$ cat src/rtl/gpio_pkg.sv
package gpio_pkg;
  localparam int unsigned ADDR_W = 8;
  localparam int unsigned DATA_W = 32;
  localparam int unsigned SLOT_W = 2;
  localparam int unsigned GRP_W  = 4;

  typedef enum logic [GRP_W-1:0] {
    GRP_DIR  = 4'h0,
    GRP_POL  = 4'h1,
    GRP_DATA = 4'h2,
    GRP_SET  = 4'h3,
    GRP_CLR  = 4'h4,
    GRP_RISE = 4'h5,
    GRP_FALL = 4'h6,
    GRP_HIGH = 4'h7,
    GRP_LOW  = 4'h8,
    GRP_STAT = 4'h9,
    GRP_EDGE = 4'hA
  } grp_e;
endpackage

$ cat src/rtl/gpio_sync.sv
module gpio_sync #(
  parameter int unsigned W = 96
) (
  input  logic         clk,
  input  logic         rst_n,
  input  logic [W-1:0] din,
  output logic [W-1:0] dout
);
  logic [W-1:0] meta_q;
  logic [W-1:0] stab_q;

  always_ff @(posedge clk or negedge rst_n) begin
    if (!rst_n) begin
      meta_q <= '0;
      stab_q <= '0;
    end else begin
      meta_q <= din;
      stab_q <= meta_q;
    end
  end

  assign dout = stab_q;
endmodule

$ cat src/rtl/gpio_regif.sv
module gpio_regif
  import gpio_pkg::*;
#(
  parameter int unsigned NB = 3,
  parameter int unsigned W  = DATA_W
) (
  input  logic                   clk,
  input  logic                   rst_n,
  input  logic                   req_valid,
  input  logic                   req_write,
  input  logic [ADDR_W-1:0]      req_addr,
  input  logic [NB-1:0][W-1:0]   bank_rd,
  output logic [NB-1:0]          bank_wr,
  output logic [GRP_W-1:0]       grp,
  output logic                   rsp_valid,
  output logic [W-1:0]           rsp_rdata
);
  logic [SLOT_W-1:0] slot;
  logic              hit;
  logic [W-1:0]      rd_sel;

  assign grp  = req_addr[ADDR_W-1:ADDR_W-GRP_W];
  assign slot = req_addr[SLOT_W+1:2];
  assign hit  = (grp <= GRP_EDGE) && (req_addr[1:0] == 2'b00) && (int'(slot) < NB);

  for (genvar b = 0; b < NB; b++) begin : g_wr
    assign bank_wr[b] = req_valid && req_write && hit && (int'(slot) == b);
  end

  always_comb begin
    rd_sel = '0;
    for (int b = 0; b < NB; b++) begin
      if (hit && int'(slot) == b) rd_sel = bank_rd[b];
    end
  end

  always_ff @(posedge clk or negedge rst_n) begin
    if (!rst_n) begin
      rsp_valid <= 1'b0;
      rsp_rdata <= '0;
    end else begin
      rsp_valid <= req_valid && !req_write;
      rsp_rdata <= (req_valid && !req_write) ? rd_sel : '0;
    end
  end

  AST_RSP_AFTER_READ: assert property (@(posedge clk) disable iff (!rst_n)
    (req_valid && !req_write) |=> rsp_valid);
  AST_NO_RSP_UNASKED: assert property (@(posedge clk) disable iff (!rst_n)
    !(req_valid && !req_write) |=> !rsp_valid);
  AST_MISS_NO_WRITE: assert property (@(posedge clk) disable iff (!rst_n)
    !hit |-> (bank_wr == '0));
endmodule

$ cat src/rtl/gpio_bank.sv
module gpio_bank
  import gpio_pkg::*;
#(
  parameter int unsigned W = DATA_W
) (
  input  logic             clk,
  input  logic             rst_n,
  input  logic             wr_en,
  input  logic [GRP_W-1:0] grp,
  input  logic [W-1:0]     wdata,
  input  logic [W-1:0]     pin_sync,
  output logic [W-1:0]     rd_data,
  output logic [W-1:0]     pad_out,
  output logic [W-1:0]     pad_oe,
  output logic             pend_any
);
  logic [W-1:0] dir_q, pol_q, dout_q;
  logic [W-1:0] ren_q, fen_q, hen_q, len_q;
  logic [W-1:0] stat_q, edg_q, prev_q;
  logic [W-1:0] sensed, edge_ev, lvl_ev, ev, ack;

  assign sensed  = pin_sync ^ pol_q;
  assign edge_ev = (sensed & ~prev_q & ren_q) | (~sensed & prev_q & fen_q);
  assign lvl_ev  = (sensed & hen_q) | (~sensed & len_q);
  assign ev      = edge_ev | lvl_ev;
  assign ack     = (wr_en && grp == GRP_STAT) ? wdata : '0;

  always_ff @(posedge clk or negedge rst_n) begin
    if (!rst_n) begin
      dir_q  <= '0;
      pol_q  <= '0;
      dout_q <= '0;
      ren_q  <= '0;
      fen_q  <= '0;
      hen_q  <= '0;
      len_q  <= '0;
    end else if (wr_en) begin
      case (grp)
        GRP_DIR:  dir_q  <= wdata;
        GRP_POL:  pol_q  <= wdata;
        GRP_DATA: dout_q <= wdata;
        GRP_SET:  dout_q <= dout_q | wdata;
        GRP_CLR:  dout_q <= dout_q & ~wdata;
        GRP_RISE: ren_q  <= wdata;
        GRP_FALL: fen_q  <= wdata;
        GRP_HIGH: hen_q  <= wdata;
        GRP_LOW:  len_q  <= wdata;
        default:  ;
      endcase
    end
  end

  always_ff @(posedge clk or negedge rst_n) begin
    if (!rst_n) begin
      prev_q <= '0;
      stat_q <= '0;
      edg_q  <= '0;
    end else begin
      prev_q <= sensed;
      stat_q <= (stat_q & ~ack) | ev;
      edg_q  <= (edg_q & ~ack) | edge_ev;
    end
  end

  always_comb begin
    case (grp)
      GRP_DIR:  rd_data = dir_q;
      GRP_POL:  rd_data = pol_q;
      GRP_DATA: rd_data = (dir_q & dout_q) | (~dir_q & sensed);
      GRP_SET:  rd_data = dout_q;
      GRP_CLR:  rd_data = dout_q;
      GRP_RISE: rd_data = ren_q;
      GRP_FALL: rd_data = fen_q;
      GRP_HIGH: rd_data = hen_q;
      GRP_LOW:  rd_data = len_q;
      GRP_STAT: rd_data = stat_q;
      GRP_EDGE: rd_data = edg_q;
      default:  rd_data = '0;
    endcase
  end

  assign pad_out  = dout_q;
  assign pad_oe   = dir_q;
  assign pend_any = |stat_q;

  AST_SET_RAISES: assert property (@(posedge clk) disable iff (!rst_n)
    (wr_en && grp == GRP_SET) |=> (((dout_q & $past(wdata)) == $past(wdata)) &&
      ((dout_q & ~$past(wdata)) == ($past(dout_q) & ~$past(wdata)))));
  AST_CLR_LOWERS: assert property (@(posedge clk) disable iff (!rst_n)
    (wr_en && grp == GRP_CLR) |=> (((dout_q & $past(wdata)) == '0) &&
      ((dout_q & ~$past(wdata)) == ($past(dout_q) & ~$past(wdata)))));
  AST_ACK_CLEARS: assert property (@(posedge clk) disable iff (!rst_n)
    (wr_en && grp == GRP_STAT) |=> ((stat_q & $past(wdata & ~ev)) == '0));
  AST_ZERO_KEEPS: assert property (@(posedge clk) disable iff (!rst_n)
    1'b1 |=> ((stat_q & $past(stat_q & ~ack)) == $past(stat_q & ~ack)));
  AST_LEVEL_PERSISTS: assert property (@(posedge clk) disable iff (!rst_n)
    1'b1 |=> ((stat_q & $past(lvl_ev)) == $past(lvl_ev)));
  AST_EDGE_SUBSET: assert property (@(posedge clk) disable iff (!rst_n)
    ((edg_q & ~stat_q) == '0));
  AST_NO_SPURIOUS: assert property (@(posedge clk) disable iff (!rst_n)
    1'b1 |=> ((stat_q & ~$past(stat_q) & ~$past(ev)) == '0));
endmodule

$ cat src/rtl/gpio_banked_ctrl.sv
module gpio_banked_ctrl
  import gpio_pkg::*;
#(
  parameter int unsigned NUM_BANKS = 3,
  parameter int unsigned BANK_W    = DATA_W,
  localparam int unsigned PINS     = NUM_BANKS * BANK_W
) (
  input  logic              clk,
  input  logic              rst_n,
  input  logic              req_valid,
  output logic              req_ready,
  input  logic              req_write,
  input  logic [ADDR_W-1:0] req_addr,
  input  logic [BANK_W-1:0] req_wdata,
  output logic              rsp_valid,
  output logic [BANK_W-1:0] rsp_rdata,
  input  logic [PINS-1:0]   pad_in,
  output logic [PINS-1:0]   pad_out,
  output logic [PINS-1:0]   pad_oe,
  output logic              irq
);
  logic [PINS-1:0]                  pin_sync;
  logic [NUM_BANKS-1:0]             bank_wr;
  logic [NUM_BANKS-1:0]             bank_pend;
  logic [NUM_BANKS-1:0][BANK_W-1:0] bank_rd;
  logic [GRP_W-1:0]                 grp;

  assign req_ready = 1'b1;

  gpio_sync #(.W(PINS)) u_sync (
    .clk  (clk),
    .rst_n(rst_n),
    .din  (pad_in),
    .dout (pin_sync)
  );

  gpio_regif #(.NB(NUM_BANKS), .W(BANK_W)) u_regif (
    .clk      (clk),
    .rst_n    (rst_n),
    .req_valid(req_valid),
    .req_write(req_write),
    .req_addr (req_addr),
    .bank_rd  (bank_rd),
    .bank_wr  (bank_wr),
    .grp      (grp),
    .rsp_valid(rsp_valid),
    .rsp_rdata(rsp_rdata)
  );

  for (genvar b = 0; b < NUM_BANKS; b++) begin : g_bank
    gpio_bank #(.W(BANK_W)) u_bank (
      .clk     (clk),
      .rst_n   (rst_n),
      .wr_en   (bank_wr[b]),
      .grp     (grp),
      .wdata   (req_wdata),
      .pin_sync(pin_sync[b*BANK_W +: BANK_W]),
      .rd_data (bank_rd[b]),
      .pad_out (pad_out[b*BANK_W +: BANK_W]),
      .pad_oe  (pad_oe[b*BANK_W +: BANK_W]),
      .pend_any(bank_pend[b])
    );
  end

  assign irq = |bank_pend;

  AST_ONE_WRITE_TARGET: assert property (@(posedge clk) disable iff (!rst_n)
    $onehot0(bank_wr));
  AST_IRQ_QUIET_AT_RESET: assert property (@(posedge clk) disable iff (!rst_n)
    $rose(rst_n) |-> !irq);
endmodule

$ cat config.mk
export PLATFORM = sky130hd
export DESIGN_NAME = gpio_banked_ctrl
export DESIGN_NICKNAME = d
export VERILOG_FILES = /design/src/rtl/gpio_pkg.sv /design/src/rtl/gpio_sync.sv /design/src/rtl/gpio_regif.sv /design/src/rtl/gpio_bank.sv /design/src/rtl/gpio_banked_ctrl.sv
export SDC_FILE = /design/constraint.sdc
export NUM_CORES = 2
export LEC_CHECK = 0
export ABC_AREA = 1
export BUFFER_PORTS_ARGS = -buffer_cell sky130_fd_sc_hd__buf_2
export CORE_AREA = 2 2 306 429
export CTS_BUF_LIST = sky130_fd_sc_hd__clkbuf_8 sky130_fd_sc_hd__clkbuf_16
export CTS_CLUSTER_SIZE = 28
export DETAILED_ROUTE_END_ITERATION = 12
export DIE_AREA = 0 0 308 431
export MAX_ROUTING_LAYER = met4
export PLACE_DENSITY_LB_ADDON = 0.1
export SYNTH_ARGS = -nofsm -noshare
export SYNTH_HDL_FRONTEND = slang
export SYNTH_HIERARCHICAL = 1
export SYNTH_SLANG_ARGS = --single-unit
$ cat constraint.sdc
create_clock -name clk -period 2 [get_ports clk]
set_input_delay 0.4 -clock clk [delete_from_list [all_inputs] [get_ports clk]]
set_output_delay 0.4 -clock clk [all_outputs]
set_load 0.05 [all_outputs]
## After elaboration in Yosys (flattened, before gate mapping)

Index checks and enable logic that the tools add are counted.

- Equality and inequality tests: 12
- Bitwise operators: 70
- Reduce and logical (&&, ||, !) cells: 42
- Mux-type cells: 13
- Order comparisons: 2

Operators with widths:

| kind | count |
|---|---|
| $and 32x32->32 | 33 |
| $pmux 32 s10 | 3 |
| $or 32x32->32 | 21 |
| $not 32->32 | 13 |
| $pmux 32 s3 | 3 |
| $mux 32 | 7 |
| $reduce_or 96->1 | 1 |
| $xor 32x32->32 | 3 |
| $reduce_and 2->1 | 21 |
| $eq 4x3->1 const B | 4 |
| $logic_and 1x1->1 | 14 |
| $eq 4x4->1 const B | 3 |
| $eq 4x2->1 const B | 2 |
| $eq 2x2->1 const B | 2 |
| $eq 4x1->1 const B | 1 |
| $le 4x4->1 const B | 1 |
| $logic_not 2->1 | 2 |
| $logic_not 4->1 | 1 |
| $reduce_bool 3->1 | 1 |
| $lt 2x2->1 const B | 1 |
| $reduce_or 2->1 | 1 |
| $logic_not 1->1 | 1 |

- Word-level logic and storage cells: 173
- Output and inout bits: 227
- Register bits after elaboration: 1185
- Input port bits: 140

## Depth between registers and ports, before layout

- Depth in word-level cells: 10
- Depth in mapped cells: 14
- Gate-level depth less buffers: 11

## Modules after synthesis

Netlist, hierarchy kept.

By module, submodules not included:

| module | cells each | times used | seq. area each (µm²) | area an instance (µm²) |
|---|---|---|---|---|
| gpio_bank | 2414 | 3 | 8007.7 | 16911.2 |
| gpio_sync | 192 | 1 | 4804.6 | 4804.6 |
| gpio_regif | 313 | 1 | 825.8 | 2139.6 |
| gpio_banked_ctrl | 5 | 1 | 0.0 | 22.5 |

## Worst setup path after synthesis

No wires, ideal clock.

- Path type: input to register
- Start point: input port req_addr[1]
- End point: register g_bank[2].u_bank.dir_q[10]
- Setup slack: -0.098 ns
- Setup time: 0.130 ns
- Path buffers: 4
- Arrival: 1.967 ns
- Cell stages on the path: 12
- Cell sequence: nor2_1 > nand2_1 > inv_2 > nand3b_1 > buf_4 > buf_2 > nor2_1 > clkbuf_1 > nand3_1 > clkbuf_1 > nand2_1 > o21ai_0

- Longest elaborated chain between the ends: 6

RTL lines:

| what | line | source |
|---|---|---|
| from (decl) | gpio_banked_ctrl.sv:13 | `input logic [ADDR_W-1:0] req_addr,` |
| $logic_not 2->1 | gpio_regif.sv:24 | `assign hit = (grp <= GRP_EDGE) && (req_addr[1:0] == 2'b00) && (int'(slot) < NB);` |
| $logic_and 1x1->1 (2 in a row) | gpio_regif.sv:24 |  |
| $logic_and 1x1->1 (2 in a row) | gpio_regif.sv:27 | `assign bank_wr[b] = req_valid && req_write && hit && (int'(slot) == b);` |
| net bank_wr[2] | gpio_banked_ctrl.sv:23 | `logic [NUM_BANKS-1:0] bank_wr;` |
| $reduce_and 2->1 (no line) | n/a |  |
| to (signal assigned) | gpio_bank.sv:39 | `GRP_DIR: dir_q <= wdata;` |
| to (decl) | gpio_bank.sv:17 | `logic [W-1:0] dir_q, pol_q, dout_q;` |

The timed path passes the listed nets, and every way through them passes these cells.
A chain may end at the register's enable or synchronous reset.

## Final worst setup path

- Start point: register g_bank[0].u_bank.stat_q[5]
- End point: output port irq

- Longest elaborated chain between the ends: 1

RTL lines:

| what | line | source |
|---|---|---|
| from (decl) | gpio_bank.sv:19 | `logic [W-1:0] stat_q, edg_q, prev_q;` |
| from (signal assigned) | gpio_bank.sv:60 | `stat_q <= (stat_q & ~ack) \| ev;` |
| $reduce_or 96->1 | gpio_banked_ctrl.sv:65 | `assign irq = \|bank_pend;` |
| to (decl) | gpio_banked_ctrl.sv:20 | `output logic irq` |

Every way passes these cells.

==> flow_summary_export.csv <==
group,metric,value,unit
status,outcome,"complete, but fails checks",
status,violations,"setup timing",
synth,synth_cell_type_count,18,
placed_design,portBuffers,365,
synth,synth_compound_area_frac,0.0749,
clock_network,cts_tree,"yes",
timing,drv_slew,0,
global_route,grt_pass1_vias,54087,
final_layout,regArea,29700,µm²
global_route,grt_util_all_layers,0.361,
synth,synth-async-reset-ratio,1.00,
worst_setup_path,critPathArrivalTime,2.24,ns
clock_network,h-tree-depth,3,
drt,wl_per_cell,22.8,µm
worst_setup_path,cp_max_fo,3,
floorplan,core_area,129000,µm²
synth,seq_area_frac_synth,0.514,
global_route,globalRouteMet2Util,0.563,
hold_path,hold_path.class,"input pin to async pin",
timing,period_minus_slack,2.64,ns
synth,synth_flop_cell,"dfrtp_1",
synth,yosys.area_share.simple,0.355,
timing,fin_skew,0.0286,ns
synth,synth-xor-area-share,0,
timing,max_freq,379,MHz
global_route,overflow,0,
final_layout,post-route-util,0.557,
final_layout,drive_above_1_share,0.141,
worst_setup_path,startpoint_type,"flip-flop",
final_layout,fillCellCount,12184,
synth,synth_top_area_share,0.514,
placed_design,dp_hpwl,167,mm
final_layout,multi_input_area,25100,µm²
clock_network,cts_max_path_buffers,3,
placed_design,globalplace.congestion,1.00,
timing,finalSetupTns,-0.638,ns
global_route,use_met3,0.0570,
worst_setup_path,cp.required,1.60,ns
worst_setup_path,path_class,"flip-flop to primary output",
drt,drtPass1Iterations,6,
timing,hold_viol_final,0,
drt,vias_per_cell,5.53,
floorplan,dieArea,133000,µm²
worst_setup_path,cp-end-kind,"primary output",
synth,ys_ff_latch,1185,
synth,synthAdderAreaFrac,0,
final_layout,fin_nets,8643,
timing,min_period_over_period,1.32,
pwr,pwr_density_cell,764,nW/µm²
timing,rsz0062_at_grt,"true",
synth,synth_most_common_cell,"nand2_1",
synth,synth_common_cells,"nand2_1 (2737), dfrtp_1 (1185), nand3_1 (1039), nor2_1 (824), o21ai_0 (675)",
synth,synth_area,57700,µm²
synth,ys_top_cells_by_area,"dfrtp_1 (51%), nand2_1 (18%), nand3_1 (9.0%), o21ai_0 (5.9%), nor2_1 (5.4%)",
clock_network,cts_inserted_buffers,120,
synth,synth_top_family_by_area,"simple AND/OR/NAND/NOR gates",
synth,syn_area_per_cell,7.44,µm²
synth,synth_top_cell_by_area,"dfrtp_1",
floorplan,die_w,308,µm
global_route,grt_max_degree,89,
pwr,vdd_drop_max,0.680,mV
floorplan,placementRows,156,
drt,first_iter_violations,5285,
drt,routed_wl,234,mm
clock_network,root_buffer,"clkbuf_16",
timing,relSlewSlack,0.634,
clock_network,clock_latency,0.78,ns
global_route,grt_antenna_before_repair,9,
timing,setup_slack,-0.638,ns
clock_network,numClockSinks,1185,
synth,synthCells,7752,
drt,via_count,56769,
drt,ant_nets,0,
final_layout,area_delta_synth_final,24.4,%
pwr,p_leak,35.5,nW
timing,tightest_slew,0.549,ns
synth,synth_edf_count,0,
drt,drc_errors,0,
synth,syn_nets,7892,
floorplan,initial_core_util,0.448,
synth,muxShareOfSynthArea,0,
synth,yosysWarnings,6,
clock_network,clkTransAtPathRegs,0.07,ns
timing,setup-violations-final,1,
floorplan,die_h,431,µm
run,cap_violations,0,
global_route,grt_pass1_wl,346,mm
global_route,grt.busiest_layer,"met2",
floorplan,io_pins,367,
global_route,use_met1,0.441,
clock_network,post_cts_buffers,0,
==> placed cells by master, fill, tap and decap left out, types with 2 or more instances in the layout <==
master	netlist	final
nor2_4	0	17
clkbuf_8	0	21
bufinv_16	0	17
a21oi_1	96	96
inv_2	7	8
nand3b_1	97	97
nand3_2	3	7
clkinv_4	0	3
buf_2	109	305
o21ai_1	93	93
o21ai_0	675	675
dlygate4sd3_1	0	99
buf_4	9	433
nand4_1	172	172
nor2_1	824	785
dfrtp_2	0	16
clkbuf_4	0	3
clkinvlp_4	0	14
clkbuf_16	0	122
dfrtp_1	1185	1169
nand3_1	1039	1035
nand2_1	2737	2712
diode_2	0	6
nand2_2	0	24
buf_12	0	162
nor2_2	13	35
clkinv_2	0	24
inv_1	436	452
inv_6	0	2
==> worst max-delay path: stages (launching register included) <==
cell and delay [ns]:
dfrtp_1 0.41, nor2_2 0.19, nand4_1 0.12, nor2_1 0.10, buf_4 0.14, nand2_2 0.11, nor2_4 0.14, nand2_4 0.10
buf_8 0.16
==> state kept, by name, indices dropped and copies added, names as in the netlist, 32 cells and up <==
register / cells
g_bank.u_bank/pad_oe: 96
g_bank.u_bank/stat_q: 96
g_bank.u_bank/len_q: 96
g_bank.u_bank/pad_out: 96
g_bank.u_bank/ren_q: 96
g_bank.u_bank/prev_q: 96
g_bank.u_bank/edg_q: 96
u_sync/meta_q: 96
g_bank.u_bank/pol_q: 96
u_regif/rsp_rdata: 32
u_sync/dout: 96
g_bank.u_bank/hen_q: 96
g_bank.u_bank/fen_q: 96
==> power by group <==
group / internal (mW) / leakage [nW] / switching [mW] / total, mW
Sequential: 24.6 / 14.8 / 0.577 / 25.2
Combinational: 1.69 / 18.6 / 3.76 / 5.45
Clock: 14.0 / 2.11 / 10.2 / 24.2
Total: 40.3 / 35.5 / 14.5 / 54.8
==> stage by stage <==
| step | instances | hold slack [ns] | setup slack [ns] | cell area, µm² | power [mW] |
|---|---|---|---|---|---|
| 3_5_place_dp | 9941 | 0.303 | -0.457 | 66300 | 30.8 |
| 2_1_floorplan | 7752 | 0.104 | 0.0420 | 57700 | 27.7 |
| 5_1_grt | 10266 | 0.145 | -0.695 | 71800 | 56.6 |
| 6_report | 10267 | 0.159 | -0.638 | 71800 | 54.8 |
| 4_1_cts | 10261 | 0.107 | -0.669 | 71700 | 55.2 |
| 3_3_place_gp | 9941 | 0.303 | -0.501 | 66300 | 30.8 |
==> final cells by class <==
type | count | area share
antenna | 6 | 0.000209
clock buffer | 143 | 0.0466
clock inverter | 78 | 0.0120
inverter | 443 | 0.0232
multi-input combinational | 5750 | 0.350
sequential | 1185 | 0.414
tap | 1659 | 0.0289
timing repair buffer | 1003 | 0.126
==> cells by family after synthesis <==
group	after synthesis
other	1
flip-flops	1185
AO/OA/AOI/OAI	864
AND/OR/NAND/NOR	4885
buffers and inverters	817
==> worst paths after layout <==
check                                                     startpoint                                       end  slack (ns)  cells past startpoint
worst max-delay path            g_bank[0].u_bank/stat_q[5]$_DFF_PN0_                                       irq       -0.64                      8
worst min register to register           u_sync/meta_q[52]$_DFF_PN0_                 u_sync/dout[52]$_DFF_PN0_        0.34                      0
worst min-delay path                                           rst_n     g_bank[1].u_bank/prev_q[25]$_DFF_PN0_        0.16                      2
min in group clk                                       req_wdata[14]  g_bank[2].u_bank/pad_out[14]$_DFFE_PN0P_        0.20                      6
worst max register to register             u_sync/dout[28]$_DFF_PN0_           u_regif/rsp_rdata[28]$_DFF_PN0_        0.14                     11
max in group asynchronous                                      rst_n                  u_sync/dout[7]$_DFF_PN0_        0.92                      4
==> metal layers <==
| layer | vias to the layer above | share of wire |
|---|---|---|
| li1 | 26633 | - |
| met2 | 2325 | 0.46 |
| met5 | - | 0 |
| met4 | 0 | 0.068 |
| met1 | 27254 | 0.40 |
| met3 | 557 | 0.075 |
==> what timing repair did <==
item / CTS / global route
pin swaps: 8 / 2
hold endpoints to repair: 632 / 0
setup endpoints to repair: 58 / 5
gates cloned: 0 / 0
hold buffers: 99 / 0
resized for setup: 93 / 8
(Power assumes the default switching activity.)
